### config.mk
export PLATFORM = sky130hd
export DESIGN_NAME = quad_edge_fsk_demod
export DESIGN_NICKNAME = d
export VERILOG_FILES = /design/src/rtl/qfsk_pkg.sv /design/src/rtl/qfsk_sync.sv /design/src/rtl/qfsk_edge.sv /design/src/rtl/qfsk_decide.sv /design/src/rtl/quad_edge_fsk_demod.sv
export SDC_FILE = /design/constraint.sdc
export NUM_CORES = 1
export LEC_CHECK = 0
export BUFFER_PORTS_ARGS = -buffer_cell sky130_fd_sc_hd__buf_2
export CAP_MARGIN = 20
export CORE_AREA = 5 5 42 44
export DETAILED_ROUTE_END_ITERATION = 12
export DIE_AREA = 0 0 47 49
export GPL_ROUTABILITY_DRIVEN = 0
export HOLD_SLACK_MARGIN = 0.06
export PLACE_DENSITY = 0.66
export REMOVE_ABC_BUFFERS = 1
export SLEW_MARGIN = 20
export SYNTH_ARGS = -nofsm -noshare
export SYNTH_HDL_FRONTEND = slang
export SYNTH_SLANG_ARGS = --single-unit
### constraint.sdc
create_clock -name clk -period 3.5 [get_ports clk]
set_clock_uncertainty 0.05 [all_clocks]
set_input_delay 0.7 -clock clk [delete_from_list [all_inputs] [get_ports clk]]
set_output_delay 0.7 -clock clk [all_outputs]
set_load 0.005 [all_outputs]
### src/rtl/qfsk_pkg.sv
package qfsk_pkg;
  // channel positions inside the two-bit sample word
  localparam int unsigned CH_I = 1;
  localparam int unsigned CH_Q = 0;

  typedef logic [1:0] quad_t;

  // rotation step between two successive quadrant codes
  typedef enum logic [1:0] {
    STEP_HOLD = 2'd0,
    STEP_CCW  = 2'd1,
    STEP_JUMP = 2'd2,
    STEP_CW   = 2'd3
  } step_e;

  // quadrant code of a limiter pair; counter-clockwise increases the code
  function automatic quad_t quad_of(input logic i_bit, input logic q_bit);
    case ({i_bit, q_bit})
      2'b11:   return 2'd0;
      2'b01:   return 2'd1;
      2'b00:   return 2'd2;
      default: return 2'd3;
    endcase
  endfunction
endpackage

### src/rtl/qfsk_sync.sv
module qfsk_sync #(
  parameter int DEPTH = 2,
  parameter int WIDTH = 2
) (
  input  logic             clk,
  input  logic             rst,
  input  logic             en,
  input  logic [WIDTH-1:0] din,
  output logic [WIDTH-1:0] dout
);
  localparam int LAST = DEPTH - 1;

  logic [DEPTH-1:0][WIDTH-1:0] chain;

  generate
    if (DEPTH == 1) begin : g_single
      always_ff @(posedge clk) begin
        if (rst || en) chain <= din;
      end
    end else begin : g_multi
      always_ff @(posedge clk) begin
        if (rst || en) chain <= {chain[DEPTH-2:0], din};
      end
    end
  endgenerate

  assign dout = chain[LAST];
endmodule

### src/rtl/qfsk_edge.sv
module qfsk_edge #(
  parameter int WIDTH = 2
) (
  input  logic             clk,
  input  logic             rst,
  input  logic             en,
  input  logic [WIDTH-1:0] cur,
  output logic [WIDTH-1:0] prev,
  output logic [WIDTH-1:0] rise,
  output logic [WIDTH-1:0] fall
);
  always_ff @(posedge clk) begin
    if (rst || en) prev <= cur;
  end

  generate
    for (genvar c = 0; c < WIDTH; c++) begin : g_chan
      assign rise[c] = en &  cur[c] & ~prev[c];
      assign fall[c] = en & ~cur[c] &  prev[c];
    end
  endgenerate
endmodule

### src/rtl/qfsk_decide.sv
module qfsk_decide
  import qfsk_pkg::*;
(
  input  logic       clk,
  input  logic       rst,
  input  logic       en,
  input  logic [1:0] cur,
  input  logic [1:0] prev,
  input  logic [1:0] rise,
  input  logic [1:0] fall,
  output logic       dec_simple,
  output logic [1:0] dec_sum,
  output logic       dec_track,
  output logic       jump_err
);
  logic       ff_i_clk;  // samples Q on rising I
  logic       ff_q_clk;  // samples inverted I on rising Q
  logic [1:0] moved;
  step_e      step;

  assign moved = rise | fall;
  assign step  = step_e'(quad_of(cur[CH_I], cur[CH_Q]) - quad_of(prev[CH_I], prev[CH_Q]));

  always_ff @(posedge clk) begin
    if (rst) begin
      ff_i_clk <= 1'b0;
      ff_q_clk <= 1'b0;
    end else begin
      if (rise[CH_I]) ff_i_clk <= cur[CH_Q];
      if (rise[CH_Q]) ff_q_clk <= ~cur[CH_I];
    end
  end

  always_ff @(posedge clk) begin
    if (rst) begin
      dec_track <= 1'b0;
      jump_err  <= 1'b0;
    end else begin
      jump_err <= 1'b0;
      if (en) begin
        if (moved == 2'b11) begin
          jump_err <= 1'b1;
        end else if (moved != 2'b00) begin
          dec_track <= (step == STEP_CW);
        end
      end
    end
  end

  assign dec_simple = ff_i_clk;
  assign dec_sum    = {1'b0, ff_i_clk} + {1'b0, ff_q_clk};
endmodule

### src/rtl/quad_edge_fsk_demod.sv
module quad_edge_fsk_demod
  import qfsk_pkg::*;
#(
  parameter int SYNC_DEPTH = 2
) (
  input  logic       clk,
  input  logic       rst,
  input  logic       samp_en,
  input  logic       i_lim,
  input  logic       q_lim,
  output logic       dec_simple,
  output logic [1:0] dec_sum,
  output logic       dec_track,
  output logic       jump_err
);
  localparam int NCH = 2;

  logic [NCH-1:0] raw;
  logic [NCH-1:0] cur;
  logic [NCH-1:0] prev;
  logic [NCH-1:0] rise;
  logic [NCH-1:0] fall;

  assign raw[CH_I] = i_lim;
  assign raw[CH_Q] = q_lim;

  qfsk_sync #(.DEPTH(SYNC_DEPTH), .WIDTH(NCH)) u_sync (
    .clk (clk),
    .rst (rst),
    .en  (samp_en),
    .din (raw),
    .dout(cur)
  );

  qfsk_edge #(.WIDTH(NCH)) u_edge (
    .clk (clk),
    .rst (rst),
    .en  (samp_en),
    .cur (cur),
    .prev(prev),
    .rise(rise),
    .fall(fall)
  );

  qfsk_decide u_decide (
    .clk       (clk),
    .rst       (rst),
    .en        (samp_en),
    .cur       (cur),
    .prev      (prev),
    .rise      (rise),
    .fall      (fall),
    .dec_simple(dec_simple),
    .dec_sum   (dec_sum),
    .dec_track (dec_track),
    .jump_err  (jump_err)
  );
endmodule

Yosys cells after proc, flatten, opt, wreduce, memory -nomap -nowiden
Index checks and enable logic that the tools add are counted.
{ "op_classes": {"n_addsub": 2, "multipliers": 0, "div": 0, "order_cmp": 0, "n_eq_ne": 6, "shifts": 0, "muxes": 3, "n_bitwise": 15, "reduce_logical": 6} }
{ "ops": {"columns": ["op", "n"], "rows": [
  ["2-bit case mux with 3 select lines", 2],
  ["1-bit AND", 8],
  ["2-bit equality test (second input constant)", 4],
  ["1-bit NOT", 6],
  ["2-bit by 1-bit equality test with 1-bit output (second input constant)", 2],
  ["2-bit logical NOT", 2],
  ["3-bit AND reduction", 1],
  ["1-bit by 1-bit adder with 2-bit output", 1],
  ["2-bit OR", 1],
  ["2-bit nonzero test", 1],
  ["2-bit OR reduction", 1],
  ["2-bit subtractor", 1],
  ["1-bit logical OR", 1],
  ["1-bit two-way mux", 1]
]} }
{ "word_totals": {"reg_bits": 10, "latch_bits": 0, "ram_bits": 0, "mem_bits_ro": 0, "input_bits": 5, "output_inout_bits": 5, "elab_cells": 39, "n_memories": 0} }

Depth between registers and ports, before layout
Gate-level depths: netlist of the first run.
{ "depth": {"word_depth": 7, "depth_mapped": 7, "mapped_depth_nobuf": 7} }

Modules after synthesis
A second synthesis of the first run with hierarchy kept.
{ "unflattened": {"hier_cells": 45, "area_unflattened_um2": 531.8} }
{ "by_module_without_submodules": {"columns": ["mod", "n_inst", "cells_per_inst", "area_per_inst_um2", "seq_area_each_um2"], "rows": [
  ["qfsk_decide", 1, 31, 284.0, 80.1],
  ["qfsk_sync", 1, 7, 141.4, 120.1],
  ["qfsk_edge", 1, 7, 106.4, 60.1]
]} }

Worst setup path after synthesis of the first run
Ideal clock, no wire load.
{ "synth_path": {"path_kind": "register -> register", "startpoint": "register u_sync.chain (netlist bit u_sync.dout[0])", "endpoint": "register u_decide.dec_track", "setup_time_ps": 70, "t_arrival_ps": 1843, "required_time_ps": 3380, "setup_slack_ps": 1537, "stages_incl_launch_ff": 8, "path_buffers": 0, "period_less_slack_ps": 1963, "cell_sequence": "edfxtp_1 inv_1 ha_1 inv_1 ha_1 xnor3_1 or4_1 a21oi_1"} }
{ "synth_via": {"elab_chain_cells": 7, "word_cells_on_any_way": 16, "classes_between": "add/sub: 1; eq/ne: 4; mux: 1; bitwise: 7; reduce/logical: 3"} }
{ "synth_lines": {"columns": ["item", "line_no", "rtl"], "rows": [
  ["start, declared", "qfsk_sync.sv:13", "logic [DEPTH-1:0][WIDTH-1:0] chain;"],
  ["start signal, assigned", "qfsk_sync.sv:22", "if (rst || en) chain <= {chain[DEPTH-2:0], din};"],
  ["branches (longest 7 deep; another with 2-bit subtractor)", null, null],
  ["end signal, assigned", "qfsk_decide.sv:44", "dec_track <= (step == STEP_CW);"],
  ["end, declared", "qfsk_decide.sv:13", "output logic dec_track,"]
]} }
Several ways; the timed one is not identified.
A chain may end at the register's enable or synchronous reset.

Final worst setup path of the first run
Ends and elaborated chain as after synthesis.

==> results of run 1 <==
[sequential cells by signal, indices dropped and copies added, names as in the netlist]
register	flops
u_decide.jump_err	1
u_sync.dout	2
u_decide.ff_q_clk	1
u_decide.dec_track	1
u_decide.dec_simple	1
u_sync.chain	2
u_edge.prev	2
[worst max-delay path, cell delays in order (launching register included)]
cell and delay, ps:
edfxtp_1 460, inv_1 150, ha_1 240, inv_1 50, ha_1 140, xnor3_1 360
or4_1 460, a21oi_1 120
[logic make-up (layout without fill, tap and decap cells)]
group,count (synthesis),after routing,synth area share
buffers and inverters,6,19,0.0467
multiplexers,1,1,0.0208
adder cells (fa/ha/maj),6,6,0.156
AO/OA/AOI/OAI,3,3,0.0363
XOR/XNOR,4,4,0.101
AND/OR/NAND/NOR,9,9,0.0987
flip-flops,10,10,0.540
[worst paths after layout]
kind                                 startpoint                  to  slack, ps  depth (start not counted)
worst min register to register  u_sync.chain[1]      u_sync.dout[1]        370                          0
worst max-delay path             u_sync.dout[0]  u_decide.dec_track       1410                          7
worst max register to register   u_sync.dout[0]  u_decide.dec_track       1410                          7
worst min-delay path            u_sync.chain[1]      u_sync.dout[1]        370                          0
[metal layers]
layer,vias up,share of wire
met5,-,0
met4,0,0.031
met3,3,0.073
met2,12,0.47
met1,152,0.42
li1,159,-
[area by class of cell]
class                   count  area [sq um]
multi-input cells          23           199
inverters                   6          22.5
clock buffers               3          22.5
clock inverters             1          3.75
flip-flops and latches     10           260
repair buffers              9          45.0
well taps                  16          20.0
fillers                   151           828
[per-stage QoR]
| step | power [W] | setup WS (ps) |
|---|---|---|
| 2_1_floorplan | 0.000192 | 1540 |
| 3_3_place_gp | 0.000206 | 1460 |
| 3_5_place_dp | 0.000208 | 1420 |
| 4_1_cts | 0.000289 | 1400 |
| 5_1_grt | 0.000306 | 1320 |
| 6_report | 0.000284 | 1410 |
[cell usage in the layout, fill, tap and decap left out, types with 3 or more instances in the layout]
| master | count |
|---|---|
| edfxtp_1 | 6 |
| buf_2 | 9 |
| inv_1 | 6 |
| nor2_1 | 3 |
| clkbuf_4 | 3 |
| xnor2_1 | 3 |
| dfxtp_1 | 4 |
| ha_1 | 6 |
[power breakdown]
| group | total [W] | switching [W] | internal [W] |
|---|---|---|---|
| Combinational | 0.0000571 | 0.0000251 | 0.0000320 |
| Clock | 0.0000801 | 0.0000389 | 0.0000412 |
| Sequential | 0.000147 | 0.00000893 | 0.000138 |
==> metrics.yaml, run 1 <==
gr-usage-met1: 0.0936
antenna_cells: 0
dr_total_vias: 326
dieArea_sq_um: 2300
ir_drop_uv: 178
rows: 14
cts_resized: 0
yosys_warnings: 0
end_kind: "flip-flop"
fmax_mhz: 478
drv_cap: 0
area_growth_pct: 19.0
nNetsFinal: 64
synth_area_sq_um: 482
critPathKind: "reg -> reg"
finalHoldViolations: 0
firstDrtPassIters: 4
fin_tns_setup_ps: 0
dp.cells: 64
core_sq_um: 1400
grt_pass1_vias: 318
p_per_area_nw_per_um2: 496
clk_pin_slew_ps: 60
arrival_ps: 2240
viasPerCell: 4.79
drc: 0
post_cts_buffers: 0
setup_viol: 0
grtUsageMet2: 0.113
relSlewSlack: 0.842
ant_nets: 0
insertion_delay_ps: 260
worst_pin_slew_ps: 234
ys_top_cells_by_count: "edfxtp_1 (6), ha_1 (6), inv_1 (6)"
synth-seq-area-share: 0.540
drtIter0Drc: 5
dpl_cell_area_sq_um: 547
synth_edf_count: 6
rsz0062_at_grt: "false"
cp-start-kind: "flip-flop"
portBuffers: 9
status: "finished, final reports clean"
synth_top_area_cell: "edfxtp_1"
ys_ff_latch: 10
min_period_ps: 2090
stdcell_area_sq_um: 573
synth_ff_type: "edfxtp_1"
avgSynthCellArea_sq_um: 12.4
postSynthCellCount: 39
die_h_microns: 49
slew_viol_final: 0
grt_start_max_net_pins: 7
initial_utilization: 0.344
cts_buffers: 3
drive_gt1_frac: 0.269
cts.path.max_buffers: 2
ys_types: 17
htreeDepth: 1
dp_hpwl_microns: 584
cp_max_fo: 4
cts_tree: "yes"
cts_root_buffer: "clkbuf_4"
gr-usage-all-layers: 0.0777
post-route-period-util: 0.598
worstPathRequired_ps: 3650
overflow: 0
wl_per_cell_microns: 10.8
final_core_util: 0.409
fin_cells: 68
async_flop_share: 0
hp-class: "reg -> reg"
antenna_found_initial: 0
grt_pass1_wl_mm: 1.28
cts_sinks: 10
power.static_leakage_nw: 0.280
cts.hold.buffers_added: 0
routed_wirelength_microns: 737
die_x_microns: 47
ys_top_cells_by_area: "edfxtp_1 (37%), dfxtp_1 (17%), ha_1 (16%)"
ios: 10
whs_ps: 369
met3_usage: 0.0221
synth_top_area_share: 0.374
grt_busiest_layer: "met2"
Note: power is estimated with default switching activity, not from simulation.
==> run 2: changes to the inputs <==
--- a/config.mk
+++ b/config.mk
@@ -12,7 +12,7 @@
 export DIE_AREA = 0 0 47 49
 export GPL_ROUTABILITY_DRIVEN = 0
 export HOLD_SLACK_MARGIN = 0.06
-export PLACE_DENSITY = 0.66
+export PLACE_DENSITY = 0.68
 export REMOVE_ABC_BUFFERS = 1
 export SLEW_MARGIN = 20
 export SYNTH_ARGS = -nofsm -noshare
==> constraint.sdc (replaced) <==
create_clock -name clk -period 1.85 [get_ports clk]
set_clock_uncertainty 0.05 [all_clocks]
set_input_delay 0.37 -clock clk [delete_from_list [all_inputs] [get_ports clk]]
set_output_delay 0.37 -clock clk [all_outputs]
set_load 0.005 [all_outputs]
==> run 2 against run 1 <==
Net effect: the run now ends with setup timing left; die area did not move; hold slack worse by 140 ps; via count up 11%; critical path depth shrank 1; global-route usage increased by 1.4 points; total power rose by 110%; non-clock buffer count rose by 11; clock power is 90% higher; largest power group unchanged; highest routed layer unchanged.
==> metrics.yaml, run 2 (synthesis results as in run 1) <==
cts_root_buffer: "clkbuf_4"
dieArea_sq_um: 2300  # unchanged
min_period_ps: 1880  # -213 ps
drive_gt1_frac: 0.460  # +0.191
dp.cells: 71  # +11%
finalHoldViolations: 0  # unchanged
post-route-period-util: 1.02  # +0.418
ff2ff_path_depth: 6  # -1
ant_nets: 0  # unchanged
cts_tree: "yes"
r2r-end: "u_decide.dec_track"
drtIter0Drc: 1  # -4
die_h_microns: 49  # unchanged
final_core_util: 0.488  # +0.0786
setup_slack_ps: -30.5  # -1440 ps
r2r_setup_slack_ps: -30  # -1440 ps
nNetsFinal: 75  # +17%
critPathKind: "reg -> reg"
p_seq_frac: 0.458  # -0.059
gr-usage-all-layers: 0.0919  # +0.0142
grt_pass1_wl_mm: 1.41  # +11%
switching_share: 0.259  # +0.00195
cpPeakStageDelay_ps: 510  # +50 ps
slew_viol_final: 0  # unchanged
r2r_start: "u_edge.prev[1]"
stdcell_area_sq_um: 683  # +19%
grt_pass1_vias: 361  # +14%
rsz0062_at_grt: "true"
dpl_cell_area_sq_um: 599  # +9.6%
cts.path.max_buffers: 2  # unchanged
grt_start_max_net_pins: 7  # unchanged
clk_pin_slew_ps: 70  # about the same
startpoint: "u_edge.prev[1]"
dp_hpwl_microns: 590  # +1.1%
fin_cells: 79  # +16%
endpoint: "u_decide.dec_track"
fmax_mhz: 532  # +11%
fillers: 140  # -7.3%
worstPathRequired_ps: 2000  # -1650 ps
multi_input_area_sq_um: 219  # +10%
p_int_w: 0.000439  # +110%
drv_cap: 0  # unchanged
insertion_delay_ps: 260  # about the same
switchingPower_w: 0.000153  # +110%
htreeDepth: 1  # unchanged
initial_utilization: 0.344  # unchanged
seq_area_sq_um: 260  # unchanged
end_kind: "flip-flop"
routed_wirelength_microns: 832  # +13%
die_x_microns: 47  # unchanged
power.static_leakage_nw: 0.334  # +19%
area_growth_pct: 41.8
cts.hold.buffers_added: 0  # unchanged
status: "finished with violations"
setup_viol: 1  # +1
viasPerCell: 4.59  # -4.2%
p_per_area_nw_per_um2: 866  # +75%
core_sq_um: 1400  # unchanged
hold_depth: 1  # +1
arrival_ps: 2030  # -210 ps
cts_buffers: 3  # unchanged
firstDrtPassIters: 4  # unchanged
hp-class: "in -> reg"
relSlewSlack: 0.834  # -0.00845
cp_max_fo: 2  # -2
ir_drop_uv: 487  # +170%
mostFrequentLayoutCells: "buf_2 (9), buf_4 (9), edfxtp_1 (6), ha_1 (5)"
rows: 14  # unchanged
cp_cell_sequence: "buf_6 -> ha_4 -> nor2_4 -> xnor3_1 -> or4_1 -> a21oi_1"
antenna_found_initial: 0  # unchanged
wl_per_cell_microns: 10.5  # -2.8%
ios: 10  # unchanged
dr_total_vias: 363  # +11%
violations: "setup timing"
power.share.combinational: 0.286  # +0.085
cp-start-kind: "flip-flop"
antenna_cells: 0  # unchanged
worst_pin_slew_ps: 247  # +12.9 ps
portBuffers: 9  # unchanged
cts_sinks: 10  # unchanged
clockPowerShare: 0.256  # -0.026
cp_slowest_cell: "or4_1"
drc: 0  # unchanged
overflow: 0  # unchanged
==> run 2: power by group through the flow <==
stage               logic (W)  registers (W)  clock network, W
global placement     0.000141       0.000274                 0
global route         0.000191       0.000273          0.000174
finish               0.000169       0.000271          0.000152
floorplan           0.0000833       0.000279                 0
CTS                  0.000160       0.000270          0.000157
detailed placement   0.000142       0.000275                 0
==> run 2: area by class of cell <==
class,count,area share
Tap cell,16,0.0293
Multi-Input combinational cell,23,0.321
Clock buffer,3,0.0330
Sequential cell,10,0.381
Timing Repair Buffer,20,0.198
Clock inverter,1,0.00549
Inverter,6,0.0330
==> run 2: worst max-delay path, delay by kind of cell, from the launching register on <==
family          cells  cell delay, ps
buf+inv             1             140
fa+ha+maj           1             160
flops               1             400
xor+xnor            1             370
simple gates        2             580
compound gates      1             130
==> run 2: worst min-delay path by stage <==
stage | from | end | slack, ps
after floorplan | u_sync.chain[0] | u_sync.dout[0] | 350
after global placement | u_sync.chain[0] | u_sync.dout[0] | 350
after detailed placement | u_sync.chain[1] | u_sync.dout[1] | 360
after CTS | i_lim | u_sync.chain[1] | 220
after global routing | i_lim | u_sync.chain[1] | 220
final | q_lim | u_sync.chain[0] | 230
==> run 2: stage by stage <==
stage          power (W)  setup WS (ps)  setup TNS (ps)  hold slack (ps)
2_1_floorplan   0.000363           -113            -113              350
3_3_place_gp    0.000414          -72.7           -72.7              352
3_5_place_dp    0.000417           -120            -120              357
4_1_cts         0.000587          -62.7           -62.7              222
5_1_grt         0.000638           -115            -115              222
6_report        0.000592          -30.5           -30.5              230
==> run 2: repair_timing <==
action / 4_1_cts / 5_1_grt
setup endpoints to repair: 1 / 1
buffers inserted: 3 / 1
pin swaps: 5 / 3
gates resized for setup: 5 / 3
hold endpoints to repair: 0 / 0
==> run 2: routing by layer <==
layer / global-route usage / up-vias / wire (microns) / share of wire
met4: 0.0829 / 0 / 35 / 0.042
met1: 0.0911 / 167 / 317 / 0.38
met2: 0.138 / 11 / 418 / 0.50
met3: 0.0369 / 5 / 60 / 0.072
li1: - / 180 / - / -
met5: 0 / - / 0 / 0
==> run 3: changes to the inputs <==
--- a/config.mk
+++ b/config.mk
@@ -12,7 +12,7 @@
 export DIE_AREA = 0 0 47 49
 export GPL_ROUTABILITY_DRIVEN = 0
 export HOLD_SLACK_MARGIN = 0.06
-export PLACE_DENSITY = 0.68
+export PLACE_DENSITY = 0.67
 export REMOVE_ABC_BUFFERS = 1
 export SLEW_MARGIN = 20
 export SYNTH_ARGS = -nofsm -noshare
==> run 3 against run 2 <==
Net effect: the flow still finishes with violations (setup timing); total power shrank 0.48%; first-iteration DRC count grew to 6.0 times the previous value; via count shrank 0.83%; die area is the same; combinational power is essentially flat; flip-flop and latch count is the same; clock power is essentially flat; global-route usage shrank 0.25 points.
==> metrics.yaml, run 3 (synthesis results as in run 1) <==
rows: 14  # unchanged
initial_utilization: 0.344  # unchanged
cts_buffers: 3  # unchanged
worstPathRequired_ps: 2000  # about the same
grt_start_max_net_pins: 7  # unchanged
fin_tns_setup_ps: -52.2  # -21.7 ps
portBuffers: 9  # unchanged
grt_pass1_wl_mm: 1.46  # +3.4%
drc: 0  # unchanged
antenna_cells: 0  # unchanged
worst_pin_slew_ps: 302  # +54.5 ps
ios: 10  # unchanged
slew_viol_final: 0  # unchanged
post-route-period-util: 1.03  # +0.0117
cts.path.max_buffers: 2  # unchanged
htreeDepth: 1  # unchanged
violations: "setup timing"
core_sq_um: 1400  # unchanged
cts_tree: "yes"
ir_drop_uv: 492  # +1.1%
viasPerCell: 4.68  # +1.7%
gr-usage-all-layers: 0.0894  # -0.00246
post-place-ws_ps: -107  # +13.1 ps
final_core_util: 0.479  # -0.00804
min_period_ps: 1900  # +21.7 ps
routed_wirelength_microns: 843  # +1.3%
power.static_leakage_nw: 0.326  # -2.5%
cpPeakStageDelay_ps: 510  # about the same
antenna_found_initial: 0  # unchanged
cts_sinks: 10  # unchanged
cts.hold.buffers_added: 0  # unchanged
drtIter0Drc: 6  # +5
fmax_mhz: 526  # -1.1%
finalHoldViolations: 0  # unchanged
status: "finished with violations"
ant_nets: 0  # unchanged
arrival_ps: 2050  # +20 ps
overflow: 0  # unchanged
rsz0062_at_grt: "true"
area_growth_pct: 39.5
mostFrequentLayoutCells: "buf_2 (9), buf_4 (6), edfxtp_1 (6), ha_1 (5)"
hp-class: "in -> reg"
firstDrtPassIters: 4  # unchanged
dieArea_sq_um: 2300  # unchanged
drv_cap: 0  # unchanged
p_per_area_nw_per_um2: 876  # +1.2%
clk_pin_slew_ps: 70  # about the same
setup_viol: 1  # unchanged
dr_total_vias: 360  # -0.83%
cp_max_fo: 2  # unchanged
final_common_cell: "buf_2"
relSlewSlack: 0.797  # -0.0369
cp_slowest_cell: "or4_1"
drive_gt1_frac: 0.443  # -0.0177
setup_slack_ps: -52.2  # -21.7 ps
end_kind: "flip-flop"
grt_pass1_vias: 383  # +6.1%
dp_hpwl_microns: 618  # +4.8%
critPathKind: "reg -> reg"
nNetsFinal: 73  # -2.7%
cp-start-kind: "flip-flop"
die_h_microns: 49  # unchanged
cp_cell_sequence: "buf_6 -> ha_4 -> nor2_4 -> xnor3_1 -> or4_1 -> a21oi_1"
die_x_microns: 47  # unchanged
cts_root_buffer: "clkbuf_4"
insertion_delay_ps: 260  # about the same
wl_per_cell_microns: 10.9  # +4.0%
[run 3: layout make-up]
type	instances	area [sq um]
Sequential cell	10	260
Timing Repair Buffer	18	124
Multi-Input combinational cell	23	219
Clock buffer	3	22.5
Inverter	6	22.5
Fill cell	138	729
Clock inverter	1	3.75
Tap cell	16	20.0
[run 3: metal layers]
layer	GRT usage	vias up	wire [microns]
met4	0.0553	0	0
met1	0.0968	169	344
met3	0.0332	0	64
li1	-	179	-
met2	0.140	12	434
met5	0	-	0
[run 3: critical path: cells and delay by family, from the launching register on]
| kind | cells | cell delay (ps) |
|---|---|---|
| compound gates | 1 | 140 |
| xor+xnor | 1 | 370 |
| fa+ha+maj | 1 | 150 |
| buf+inv | 1 | 140 |
| flops | 1 | 400 |
| simple gates | 2 | 590 |
[run 3: report_power, final]
part           total (W)  internal, W  switching [W]
clock           0.000150    0.0000778      0.0000724
sequential      0.000271     0.000261      0.0000103
combinational   0.000168    0.0000970      0.0000707
[run 3: final timing paths]
path              cells past startpoint            start            endpoint  slack, ps
setup / recovery                      6   u_edge.prev[1]  u_decide.dec_track        -50
hold / removal                        1            q_lim     u_sync.chain[0]        230
setup reg to reg                      6   u_edge.prev[1]  u_decide.dec_track        -50
hold reg to reg                       0  u_sync.chain[0]      u_sync.dout[0]        370
[run 3: repair_timing]
| item | in CTS | in global routing |
|---|---|---|
| setup endpoints to repair | 1 | 1 |
| setup buffers | 2 | 0 |
| pin swaps | 5 | 0 |
| gates resized for setup | 8 | 1 |
[run 3: metrics by stage]
stage          hold WS [ps]  instances  total power [W]  area, sq um
2_1_floorplan           350         39         0.000363          482
4_1_cts                 223         77         0.000592          667
3_5_place_dp            356         71         0.000419          599
6_report                233         77         0.000589          672
3_3_place_gp            351         71         0.000415          599
5_1_grt                 213         77         0.000638          672
